$ cat src/rtl/vf_pkg.sv
package vf_pkg;
    localparam int ADDR_W = 16;
    localparam int DATA_W = 8;
    localparam int LANES  = 2;
    localparam int OPND_W = LANES * DATA_W;
    localparam int LEN_W  = 2;

    typedef logic [ADDR_W-1:0] addr_t;
    typedef logic [DATA_W-1:0] byte_t;
    typedef logic [OPND_W-1:0] opnd_t;
    typedef logic [LEN_W-1:0]  len_t;

    typedef enum logic [2:0] {
        FS_IDLE,
        FS_OPC,
        FS_LO,
        FS_HI,
        FS_DONE
    } fstate_e;

    typedef struct packed {
        byte_t opcode;
        opnd_t operand;
        len_t  len;
    } ifetch_t;

    // Length class lives in the two top opcode bits.
    function automatic len_t op_length(byte_t op);
        unique case (op[DATA_W-1 -: 2])
            2'b01:   return len_t'(2);
            2'b10:   return len_t'(3);
            default: return len_t'(1);
        endcase
    endfunction

    function automatic addr_t sext_disp(byte_t d);
        return {{(ADDR_W-DATA_W){d[DATA_W-1]}}, d};
    endfunction

    function automatic addr_t len_to_addr(len_t l);
        return {{(ADDR_W-LEN_W){1'b0}}, l};
    endfunction
endpackage

$ cat src/rtl/vf_ctrl.sv
module vf_ctrl
    import vf_pkg::*;
(
    input  logic             clk,
    input  logic             rst,
    input  logic             start_i,
    input  len_t             op_len,
    input  len_t             held_len,
    output logic             rd,
    output logic             cap_op,
    output logic [LANES-1:0] cap_lane,
    output logic             done
);
    fstate_e st, nxt;

    always_comb begin
        nxt = st;
        unique case (st)
            FS_IDLE: if (start_i) nxt = FS_OPC;
            FS_OPC:  nxt = (op_len == len_t'(1)) ? FS_DONE : FS_LO;
            FS_LO:   nxt = (held_len == len_t'(3)) ? FS_HI : FS_DONE;
            FS_HI:   nxt = FS_DONE;
            FS_DONE: nxt = FS_IDLE;
            default: nxt = FS_IDLE;
        endcase
    end

    always_ff @(posedge clk) begin
        if (rst) st <= FS_IDLE;
        else     st <= nxt;
    end

    assign rd          = (st == FS_OPC) || (st == FS_LO) || (st == FS_HI);
    assign cap_op      = (st == FS_OPC);
    assign cap_lane[0] = (st == FS_LO);
    assign cap_lane[1] = (st == FS_HI);
    assign done        = (st == FS_DONE);
endmodule

$ cat src/rtl/vf_pc.sv
module vf_pc
    import vf_pkg::*;
#(
    parameter addr_t RESET_ADDR = '0
) (
    input  logic  clk,
    input  logic  rst,
    input  logic  adv,
    input  logic  mark,
    output addr_t pc,
    output addr_t first_addr
);
    always_ff @(posedge clk) begin
        if (rst) begin
            pc         <= RESET_ADDR;
            first_addr <= RESET_ADDR;
        end else begin
            if (adv)  pc         <= pc + addr_t'(1);
            if (mark) first_addr <= pc;
        end
    end
endmodule

$ cat src/rtl/vf_capture.sv
module vf_capture
    import vf_pkg::*;
(
    input  logic             clk,
    input  logic             rst,
    input  logic             cap_op,
    input  logic [LANES-1:0] cap_lane,
    input  byte_t            rdata,
    output ifetch_t          word
);
    always_ff @(posedge clk) begin
        if (rst) begin
            word.opcode <= '0;
            word.len    <= len_t'(1);
        end else if (cap_op) begin
            word.opcode <= rdata;
            word.len    <= op_length(rdata);
        end
    end

    for (genvar g = 0; g < LANES; g++) begin : g_lane
        always_ff @(posedge clk) begin
            if (rst || cap_op)    word.operand[g*DATA_W +: DATA_W] <= '0;
            else if (cap_lane[g]) word.operand[g*DATA_W +: DATA_W] <= rdata;
        end
    end
endmodule

$ cat src/rtl/vf_target.sv
module vf_target
    import vf_pkg::*;
(
    input  addr_t first_addr,
    input  len_t  len,
    input  byte_t disp,
    output addr_t ret_addr,
    output addr_t rel_target
);
    assign ret_addr   = first_addr + len_to_addr(len);
    assign rel_target = first_addr + sext_disp(disp);
endmodule

$ cat src/rtl/varlen_fetch.sv
module varlen_fetch
    import vf_pkg::*;
#(
    parameter addr_t RESET_ADDR = 16'h0000
) (
    input  logic        clk,
    input  logic        rst,
    input  logic        start_i,
    input  logic [7:0]  mem_rdata,
    output logic [15:0] mem_addr,
    output logic        mem_rd,
    output logic [7:0]  opcode,
    output logic [15:0] operand,
    output logic [1:0]  ins_len,
    output logic        done,
    output logic [15:0] next_pc,
    output logic [15:0] ret_addr,
    output logic [15:0] rel_target
);
    logic             cap_op;
    logic [LANES-1:0] cap_lane;
    addr_t            pc, first_addr;
    ifetch_t          word;

    vf_ctrl u_ctrl (
        .clk      (clk),
        .rst      (rst),
        .start_i  (start_i),
        .op_len   (op_length(mem_rdata)),
        .held_len (word.len),
        .rd       (mem_rd),
        .cap_op   (cap_op),
        .cap_lane (cap_lane),
        .done     (done)
    );

    vf_pc #(.RESET_ADDR(RESET_ADDR)) u_pc (
        .clk        (clk),
        .rst        (rst),
        .adv        (mem_rd),
        .mark       (cap_op),
        .pc         (pc),
        .first_addr (first_addr)
    );

    vf_capture u_cap (
        .clk      (clk),
        .rst      (rst),
        .cap_op   (cap_op),
        .cap_lane (cap_lane),
        .rdata    (mem_rdata),
        .word     (word)
    );

    vf_target u_tgt (
        .first_addr (first_addr),
        .len        (word.len),
        .disp       (word.operand[DATA_W-1:0]),
        .ret_addr   (ret_addr),
        .rel_target (rel_target)
    );

    assign mem_addr = pc;
    assign next_pc  = pc;
    assign opcode   = word.opcode;
    assign operand  = word.operand;
    assign ins_len  = word.len;
endmodule

$ cat config.mk
export PLATFORM = sky130hd
export DESIGN_NAME = varlen_fetch
export DESIGN_NICKNAME = d
export VERILOG_FILES = /design/src/rtl/vf_pkg.sv /design/src/rtl/vf_ctrl.sv /design/src/rtl/vf_pc.sv /design/src/rtl/vf_capture.sv /design/src/rtl/vf_target.sv /design/src/rtl/varlen_fetch.sv
export SDC_FILE = /design/constraint.sdc
export NUM_CORES = 1
export LEC_CHECK = 0
export ABC_CLOCK_PERIOD_IN_PS = 6790
export CORE_ASPECT_RATIO = 0.5
export CORE_MARGIN = 3
export CORE_UTILIZATION = 45
export DETAILED_ROUTE_END_ITERATION = 10
export DONT_BUFFER_PORTS = 1
export PLACE_DENSITY = 0.67
export SETUP_SLACK_MARGIN = 0.2
export SYNTH_ARGS = -nofsm -noshare
export SYNTH_HDL_FRONTEND = slang
export SYNTH_SLANG_ARGS = --single-unit
$ cat constraint.sdc
create_clock -name clk -period 6.79 [get_ports clk]
set_input_delay 1.6975 -clock clk [delete_from_list [all_inputs] [get_ports clk]]
set_output_delay 1.6975 -clock clk [all_outputs]
set_load 0.01 [all_outputs]
==> results.md, run 1 <==
* GR Layer Usage met3 at 0.0798
* Leakage power at 0.00146 uW
* Total congestion overflow at 0
* Core box area at 0.00702 mm^2
* Tmin final at 4170 ps
* Startpoint Class: register
* Starting density of the core at 0.488
* Remaining routing DRC violations at 0
* Mux share of post-synthesis cell area at 0.0439
* Initial antenna violation count at 0
* Top-level I/O count at 103
* Peak Freq at 0.240 GHz
* Buffer levels on the longest clock path at 2
* Number of nets at the end of the flow at 433
* H-tree depth at 3
* Layer carrying the most global-route usage: met2
* Critical R2R Capture: u_pc.pc[15]
* Critical Path Stages at 8
* Number of diodes at 0
* Layout-stage area growth over the synthesis result at 6.84%
* Wire length of the first global-routing pass at 12.4 mm
* 1st-iter DRT viols at 163
* Count of yosys warnings during synthesis at 0
* Count of maximum capacitance violations at 0
* Clock latency on the worst-skew pair at 320 ps
* Placed standard-cell area at 0.00333 mm^2
* Part of the Yosys area used for sequential elements at 0.357
* Quantity of gates resized following cts at 0
* Share of the synthesized area in compound gates (AO/OA/AOI/OAI) at 0.122
* Critical path required time at 5090 ps
* Reg2reg path depth at 5
* Worst-case headroom to the max-slew limit at 0.320
* Final HPWL from detailed placement at 5.86 mm
* Area share of fa/ha/maj cells after synthesis at 0.0812
* Pin slew with the least headroom to its limit at 1020 ps
* Synthesized Nets at 458
* Number of buffers inserted by post-CTS setup repair at 0
* Critical Path, Cell by Cell: ha_1 -> inv_1 -> fa_1 -> nand2b_1 -> a21oi_1 -> nor2b_1 -> o21ai_0 -> xor2_1
* Final weighted congestion of routability-driven global placement at 0.818
* DR WL/cell at 15.7 um
* Critical path's slowest cell: dfxtp_1
* Via count of the first global-routing pass at 2383
* Netlist area before placement at 0.00342 mm^2
* Number of buffers added by the clock tree synthesis step at 9
* Synthesized instance count at 426
* Worst setup endpoint: rel_target[8]
* Setup total negative slack at 0 ps
* Die width at 129 um
* Number of hold buffers added after cts at 0
* Crit Path Class: reg -> out
* Flip-flop and latch count after synthesis at 61
* Endpoints failing hold at 0
* Clk Tree Root Cell: clkbuf_16
* Buffering stage count on the worst path with inverters included at 1
* Critical path origin: u_cap.word[2]
* IO Port Bufs at 0
* Maximum fanout count along the critical path at 4
* Number of pins exceeding their max-slew limit in the final report at 0
* Launch instance of the worst register-to-register path: u_pc.pc[3]
* Via density at 5.29
* Simple-gate share of the synthesized area at 0.216
* Type of the worst min-delay path: reg -> reg
* Worst Clk Skew at 5.35 ps
* Run status: finished, final reports clean
* Period utilization at 0.615
* Largest net degree at the start of global routing at 45
* Total wire length after detailed routing at 7.81 mm
* Layout cells sized above 1 at 0.0469
* Total routing usage reported by global routing at 0.182
* FF-to-FF setup slack at 4880 ps
* Delay contributed by the slowest stage of the critical path at 400 ps
* Number of setup violations in the final report at 0
* CP delay by family, top: adder cells
* Worst Hold Margin at 484 ps
* Die ar. at 0.00875 mm^2
* Cell Rows at 21
* Post-synthesis area per instance at 8.03 um^2
* Setup repair after global routing missed its margin: false
* Overall power consumption at 923 uW
* Total via count after detailed routing at 2628
* CTS tree: done
* Most common cell after layout, fill and taps aside: nand2_1
* Clock sinks at 61
* Arrival time at the worst endpoint at 2480 ps
* Filler instances at 671
* Overall die height at 67.7 um
* Count of unique library cells instantiated by Yosys at 36
* Met1 usage at 0.247
* Clk pin slew, worst setup/hold paths at 50 ps
* Maximum vdd drop at 0.000127 V
* Post-detailed-route count of antenna-violating nets at 0
* Leading cell types in the layout, fill and taps excluded: nand2_1, dfxtp_1, a21oi_1
* Synthesized-area fraction occupied by xor and xnor cells at 0.105
* PD cells at 252 mW/mm^2
* Kind of capture point of the worst setup path: output pin
* Met2 Usage GRT at 0.261
* Non-Filler Cell Area, Final at 0.00366 mm^2
* Main combinational cell family by area after synthesis: simple AND/OR/NAND/NOR gates
* TritonRoute pass-1 iters at 4
-- layer usage --
metal  up-vias  wire length [um]
met5         -                 0
met4         0                65
met3        10               739
met2        68              3190
met1      1178              3820
li1       1372                 -
-- how the worst min path moves through the flow --
stage                  startpoint            endpoint  slack, ps  cells after the start
6_report       u_pc.first_addr[0]  u_pc.first_addr[0]        480                      2
5_1_grt        u_pc.first_addr[0]  u_pc.first_addr[0]        510                      2
4_1_cts        u_pc.first_addr[0]  u_pc.first_addr[0]        480                      2
3_5_place_dp   u_pc.first_addr[0]  u_pc.first_addr[0]        480                      2
3_3_place_gp   u_pc.first_addr[0]  u_pc.first_addr[0]        470                      2
2_1_floorplan  u_pc.first_addr[0]  u_pc.first_addr[0]        460                      2
-- final cells by class --
class / instances / area [um^2] / area share
Sequential cell: 61 / 1220 / 0.334
Clock buffer: 12 / 256 / 0.0702
Inverter: 10 / 37.5 / 0.0103
Multi-Input combinational cell: 318 / 1950 / 0.533
Tap cell: 92 / 115 / 0.0315
Clock inverter: 3 / 68.8 / 0.0188
Timing Repair Buffer: 1 / 7.51 / 0.00205
-- where the power goes --
part / total, uW / switching [uW] / internal, uW
Combinational: 47.9 / 32.1 / 15.8
Clock: 492 / 152 / 339
Sequential: 383 / 16.0 / 367
-- state kept, by name, summed over array words and instances, names as in the netlist --
register / flops
u_pc.first_addr: 16
u_pc.pc: 16
u_cap.word: 26
u_ctrl.st: 3
-- cell families after synthesis --
group                      after synthesis
AOI/OAI and AO/OA                       76
muxes                                   15
DFF                                     61
xor gates and xnor gates                41
buffers and inverters                   47
adders and majority gates               21
and+or+nand+nor                        165
-- metrics by stage --
stage / util / instances / worst slack (ps)
after floorplan: - / 426 / 3170
after global placement: 0.475 / 482 / 2970
after detailed placement: 0.475 / 482 / 2950
after CTS: 0.521 / 497 / 2580
after global routing: 0.521 / 497 / 2410
final: 0.521 / 497 / 2620
-- tightest hold or removal path, stage by stage, from the launching register on --
cell and delay (ps):
dfxtp_1 330, nand2_1 60, a21oi_1 50
-- Yosys cell counts --
cell,number,share of area
and2_1,1,0.0018
nand2_1,80,0.088
a31oi_1,2,0.0037
clkbuf_1,16,0.018
nor3_1,1,0.0015
o211ai_1,5,0.011
a21o_1,2,0.0044
nor3b_1,5,0.011
xnor2_1,19,0.049
o21ba_2,1,0.0029
o21ai_0,14,0.020
nor2_1,46,0.050
and3_2,1,0.0022
a21oi_1,47,0.069
buf_4,17,0.037
mux2i_1,15,0.044
xor2_1,22,0.056
or3_1,3,0.0055
buf_6,2,0.0066
nor2b_1,1,0.0018
a211oi_1,4,0.0088
nand3_4,1,0.0051
buf_2,1,0.0015
nand3_1,6,0.0088
fa_1,2,0.012
and3_1,4,0.0073
nor4b_1,1,0.0026
nand3b_1,1,0.0022
and4_1,3,0.0077
nand2b_1,4,0.0073
inv_1,10,0.011
dfxtp_1,61,0.36
a211o_1,1,0.0026
nand4_1,7,0.013
buf_1,1,0.0011
ha_1,19,0.069
Note: power is estimated with default switching activity, not from simulation.
==> inputs of run 2 (changes only) <==
ABC_AREA = 1   (was default)
ABC_CLOCK_PERIOD_IN_PS = 3350   (was 6790)
PLACE_DENSITY = 0.69   (was 0.67)
clock period = 3.35 ns   (was 6.79 ns; I/O delays follow)
==> results.md, run 2 <==
* Run status: finished, final reports clean
* Non-Filler Cell Area, Final at 0.00418 mm^2
* IO Port Bufs at 0
* Via count of the first global-routing pass at 3049
* Starting density of the core at 0.473
* Startpoint Class: register
* Maximum vdd drop at 0.000250 V
* Finished Core Util at 0.509
* Top-level I/O count at 103
* Tmin final at 2980 ps
* Die width at 137 um
* Layout cells sized above 1 at 0.102
* 1st-iter DRT viols at 229
* Number of diodes at 0
* Leakage power at 0.00187 uW
* Via density at 4.98
* Clock sinks at 61
* Number of setup violations in the final report at 0
* Total congestion overflow at 0
* Critical path's slowest cell: dfxtp_2
* Arrival time at the worst endpoint at 2140 ps
* Total wire length after detailed routing at 9.41 mm
* Wire length of the first global-routing pass at 15.5 mm
* Crit Path Class: reg -> out
* Maximum fanout count along the critical path at 5
* Critical Path, Cell by Cell: ha_1 -> inv_1 -> fa_1 -> inv_1 -> nand2_1 -> nor3_1 -> nand2_1 -> xor2_1
* Launch instance of the worst register-to-register path: u_pc.pc[0]
* Number of nets at the end of the flow at 585
* Reg2reg path depth at 7
* Setup total negative slack at 0 ps
* Endpoints failing hold at 0
* Most common cell after layout, fill and taps aside: nand2_1
* Layout-stage area growth over the synthesis result at 7.57%
* Overall die height at 71.7 um
* Core box area at 0.00820 mm^2
* Count of maximum capacitance violations at 0
* Min-Delay Startpoint: u_cap.word[13]
* CTS tree: done
* Critical R2R Capture: u_pc.pc[12]
* Final weighted congestion of routability-driven global placement at 0.852
* Setup repair after global routing missed its margin: false
* Worst Clk Skew at 6.78 ps
* Netlist area before placement at 0.00388 mm^2
* Count of unique library cells instantiated by Yosys at 37
* Cell accounting for the most synthesized area: dfxtp_1
* Overall power consumption at 2230 uW
* Die ar. at 0.00985 mm^2
* Post-synthesis area per instance at 6.85 um^2
* Worst-case headroom to the max-slew limit at 0.681
* Number of buffers inserted by post-CTS setup repair at 0
* Total via count after detailed routing at 3338
* Flip-flop and latch count after synthesis at 61
* Critical path required time at 2510 ps
* Largest register FFs at 26
* Largest net degree at the start of global routing at 37
* Pin slew with the least headroom to its limit at 477 ps
* Peak Freq at 0.336 GHz
* H-tree depth at 3
* Count of yosys warnings during synthesis at 0
* Synthesized Nets at 599
* FF-to-FF setup slack at 1790 ps
* TritonRoute pass-1 iters at 4
* PD cells at 534 mW/mm^2
* Period utilization at 0.889
* Type of the worst min-delay path: reg -> reg
* Most frequent cells after synthesis: nand2_1, inv_1, dfxtp_1
* DR WL/cell at 14.0 um
* Async set-or-reset flop fraction in the synthesized netlist at 0
* Remaining routing DRC violations at 0
* Part of the Yosys area used for sequential elements at 0.315
* Placed standard-cell area at 0.00383 mm^2
* Clock latency on the worst-skew pair at 330 ps
* Leading cell types in the layout, fill and taps excluded: nand2_1, inv_1, dfxtp_1
* Cell types occupying the most area after synthesis: dfxtp_1, nand2_1, inv_1
* Delay contributed by the slowest stage of the critical path at 400 ps
* Number of synthesized flops with an enable pin at 0
* Final HPWL from detailed placement at 7.31 mm
* Flip-flop cell with the highest count after synthesis: dfxtp_1
* Most flop-heavy register: u_cap.word
* Cell Rows at 23
* Total routing usage reported by global routing at 0.198
* Post-detailed-route count of antenna-violating nets at 0
* Clk Tree Root Cell: clkbuf_16
* Worst setup endpoint: ret_addr[10]
* Most repeated cell in the gate-level netlist after synthesis: nand2_1
* Buffer levels on the longest clock path at 2
* Clk pin slew, worst setup/hold paths at 50 ps
* Critical path origin: u_cap.word[0]
* Synthesized instance count at 567
* Share of the synthesized area in the top cell type at 0.315
* Number of pins exceeding their max-slew limit in the final report at 0
* Initial antenna violation count at 0
* Number of buffers added by the clock tree synthesis step at 9
* Largest registers: u_cap.word: 26 flops, u_pc.first_addr: 16 flops, u_pc.pc: 16 flops
* Kind of capture point of the worst setup path: output pin
[run 2: through the flow]
step | hold WS, ps | instances | setup WS (ps)
final | 514 | 670 | 373
after CTS | 516 | 670 | 258
after global placement | 504 | 654 | 558
after global routing | 532 | 670 | 228
after detailed placement | 508 | 654 | 522
after floorplan | 475 | 567 | 763
[run 2: layer usage]
layer,track usage,up-vias,share of wire
li1,-,1751,-
met4,0.0454,0,0.013
met3,0.0757,13,0.076
met5,0,-,0
met1,0.274,1503,0.49
met2,0.293,71,0.42
[run 2: report_power, final]
| group | switching (uW) | total [uW] | leakage [uW] | internal (uW) |
|---|---|---|---|---|
| clock network | 324 | 993 | 0.000158 | 669 |
| registers | 83.4 | 864 | 0.000496 | 781 |
| logic | 260 | 375 | 0.00121 | 114 |
[run 2: final cells by class]
class,count,area (um^2)
timing repair buffer,1,7.51
fill,827,4030
multi-input combinational,399,2170
clock inverter,6,86.3
sequential,61,1220
tap,112,140
inverter,81,312
clock buffer,10,239
[run 2: worst max-delay path: cells and delay by family (launching register included)]
family,cells,cell delay [ps]
buffers and inverters,2,120
AND/OR/NAND/NOR,3,410
adder cells (fa/ha/maj),2,580
XOR/XNOR,1,290
flip-flops,1,400
[run 2: kinds of logic (layout without fill, tap and decap cells)]
| family | count (synthesis) | count (layout) | share of synthesized area |
|---|---|---|---|
| buf+inv | 107 | 98 | 0.131 |
| fa+ha+maj | 21 | 21 | 0.0715 |
| compound gates | 83 | 83 | 0.119 |
| xor+xnor | 22 | 22 | 0.0496 |
| flops | 61 | 61 | 0.315 |
| simple gates | 273 | 273 | 0.314 |
[run 2: how the worst min path moves through the flow]
| stage | end | slack [ps] | cells past startpoint |
|---|---|---|---|
| 3_5_place_dp | u_cap.word[13] | 510 | 2 |
| 5_1_grt | u_pc.first_addr[0] | 530 | 2 |
| 2_1_floorplan | u_pc.first_addr[0] | 480 | 2 |
| 6_report | u_cap.word[13] | 510 | 2 |
| 3_3_place_gp | u_cap.word[16] | 500 | 2 |
| 4_1_cts | u_cap.word[13] | 520 | 2 |
[run 2: repair_timing]
action	in CTS	in global routing
hold buffers	0	0
resized for setup	1	4
cloned	0	0
endpoints found under the setup margin	2	4
==> inputs of run 3 (changes only) <==
--- a/config.mk
+++ b/config.mk
@@ -7,5 +7,5 @@
 export LEC_CHECK = 0
 export ABC_AREA = 1
-export ABC_CLOCK_PERIOD_IN_PS = 3350
+export ABC_CLOCK_PERIOD_IN_PS = 2600
 export CORE_ASPECT_RATIO = 0.5
 export CORE_MARGIN = 3
==> constraint.sdc (replaced) <==
create_clock -name clk -period 2.6 [get_ports clk]
set_input_delay 0.26 -clock clk [delete_from_list [all_inputs] [get_ports clk]]
set_output_delay 0.26 -clock clk [all_outputs]
set_load 0.01 [all_outputs]
==> results.md, run 3 (synthesis gave the netlist of run 2 again) <==
* Run status: finished, final reports clean
* CTS tree: done
* Die ar. at 0.00985 mm^2
* Initial antenna violation count at 0
* Period utilization at 0.876
* Clk Tree Root Cell: clkbuf_16
* Kind of capture point of the worst setup path: output pin
* Largest registers: u_cap.word: 26 flops, u_pc.first_addr: 16 flops, u_pc.pc: 16 flops
* Number of nets at the end of the flow at 590
* Most flop-heavy register: u_cap.word
* Clk pin slew, worst setup/hold paths at 50 ps
* Count of maximum capacitance violations at 0
* Largest net degree at the start of global routing at 37
* Final HPWL from detailed placement at 7.37 mm
* Top-level I/O count at 103
* Number of pins exceeding their max-slew limit in the final report at 0
* Number of buffers added by the clock tree synthesis step at 9
* Remaining routing DRC violations at 0
* Post-detailed-route count of antenna-violating nets at 0
* Area used by multi-input combinational logic at 0.00222 mm^2
* Peak Freq at 0.439 GHz
* Post-place setup slack at 352 ps
* Total wire length after detailed routing at 9.91 mm
* Starting density of the core at 0.473
* Overall die height at 71.7 um
* Final weighted congestion of routability-driven global placement at 0.851
* IO Port Bufs at 0
* Leading cell types in the layout, fill and taps excluded: nand2_1, inv_1, dfxtp_1
* Total via count after detailed routing at 3427
* Endpoints failing hold at 0
* Clock latency on the worst-skew pair at 330 ps
* Critical path required time at 2340 ps
* DR WL/cell at 14.7 um
* Pin slew with the least headroom to its limit at 565 ps
* FF+latch area at 0.00123 mm^2
* Clock sinks at 61
* Via count of the first global-routing pass at 3145
* Startpoint Class: register
* Setup repair after global routing missed its margin: false
* Largest register FFs at 26
* PD cells at 685 mW/mm^2
* Buffer levels on the longest clock path at 2
* 1st-iter DRT viols at 265
* Via density at 5.08
* Maximum vdd drop at 0.000382 V
* Setup total negative slack at 0 ps
* Number of diodes at 0
* Cell Rows at 23
* Filler instances at 822
* Layout-stage area growth over the synthesis result at 10.6%
* Core box area at 0.00820 mm^2
* Setup slack after layout at 324 ps
* Arrival time at the worst endpoint at 2020 ps
* Type of the worst min-delay path: in -> reg
* Total routing usage reported by global routing at 0.205
* Layout cells sized above 1 at 0.123
* Worst-case headroom to the max-slew limit at 0.622
* Number of setup violations in the final report at 0
* Most common cell after layout, fill and taps aside: nand2_1
* Crit Path Class: reg -> out
* Tmin final at 2280 ps
* Wire length of the first global-routing pass at 15.9 mm
* H-tree depth at 3
* Leakage power at 0.00190 uW
* Total congestion overflow at 0
* Die width at 137 um
* Worst Clk Skew at 6.34 ps
* Maximum fanout count along the critical path at 3
* TritonRoute pass-1 iters at 4
-- run 3: changes by cell type in the layout (fill, tap and decap cells not counted), sizes merged --
| cell | delta |
|---|---|
| buf | +1 |
| clkinv | -3 |
| dlygate4sd3 | +4 |
| clkbuf | +2 |
-- run 3: layout make-up --
cell class              count  area share
multi-input cells         399       0.517
repair buffers              6      0.0128
clock inverters             3      0.0157
well taps                 112      0.0326
inverters                  81      0.0726
clock buffers              12      0.0621
flip-flops and latches     61       0.287
-- run 3: what timing repair did --
| action | 4_1_cts | 5_1_grt |
|---|---|---|
| endpoints found under the hold margin | 9 | 1 |
| pin swaps | 0 | 5 |
| buffers inserted | 0 | 1 |
| setup endpoints to repair | 5 | 12 |
| gates resized for setup | 6 | 14 |
| hold buffers | 3 | 1 |
-- run 3: path summary, 6_finish.rpt --
| path | to | startpoint | slack, ps | cells after the start |
|---|---|---|---|---|
| hold reg to reg | u_cap.word[13] | u_cap.word[13] | 510 | 2 |
| hold / removal | u_pc.pc[4] | rst | 7 | 1 |
| setup reg to reg | u_pc.pc[12] | u_pc.pc[0] | 1010 | 7 |
| setup / recovery | rel_target[8] | u_cap.word[2] | 320 | 8 |
-- run 3: power breakdown --
part	leakage [uW]	switching, uW	internal [uW]
registers	0.000498	112	1010
logic	0.00124	346	156
clock network	0.000161	410	911
-- run 3: routing by layer --
metal / wire length (um) / track usage / vias to the layer above / share of wire
met4: 66 / 0.0509 / 0 / 0.0067
met1: 4870 / 0.280 / 1577 / 0.49
met2: 4260 / 0.311 / 93 / 0.43
met5: 0 / 0 / - / 0
met3: 711 / 0.0694 / 7 / 0.072
li1: - / - / 1750 / -
-- run 3: through the flow --
step | instances | area [um^2] | util | total power (uW) | hold slack (ps)
finish | 674 | 4290 | 0.523 | 2940 | 6.98
global route | 674 | 4290 | 0.523 | 3070 | 2.81
CTS | 672 | 4220 | 0.515 | 2940 | 0.389
detailed placement | 654 | 3830 | 0.467 | 1610 | 329
global placement | 654 | 3830 | 0.467 | 1600 | 328
floorplan | 567 | 3880 | - | 1530 | 396
-- run 3: worst max-delay path, stage by stage, from the launching register on --
cell	delay [ps]
dfxtp_2	380
ha_1	180
inv_1	60
fa_1	420
inv_1	100
nand3_1	100
nand3_2	110
a21oi_1	80
xnor2_1	270
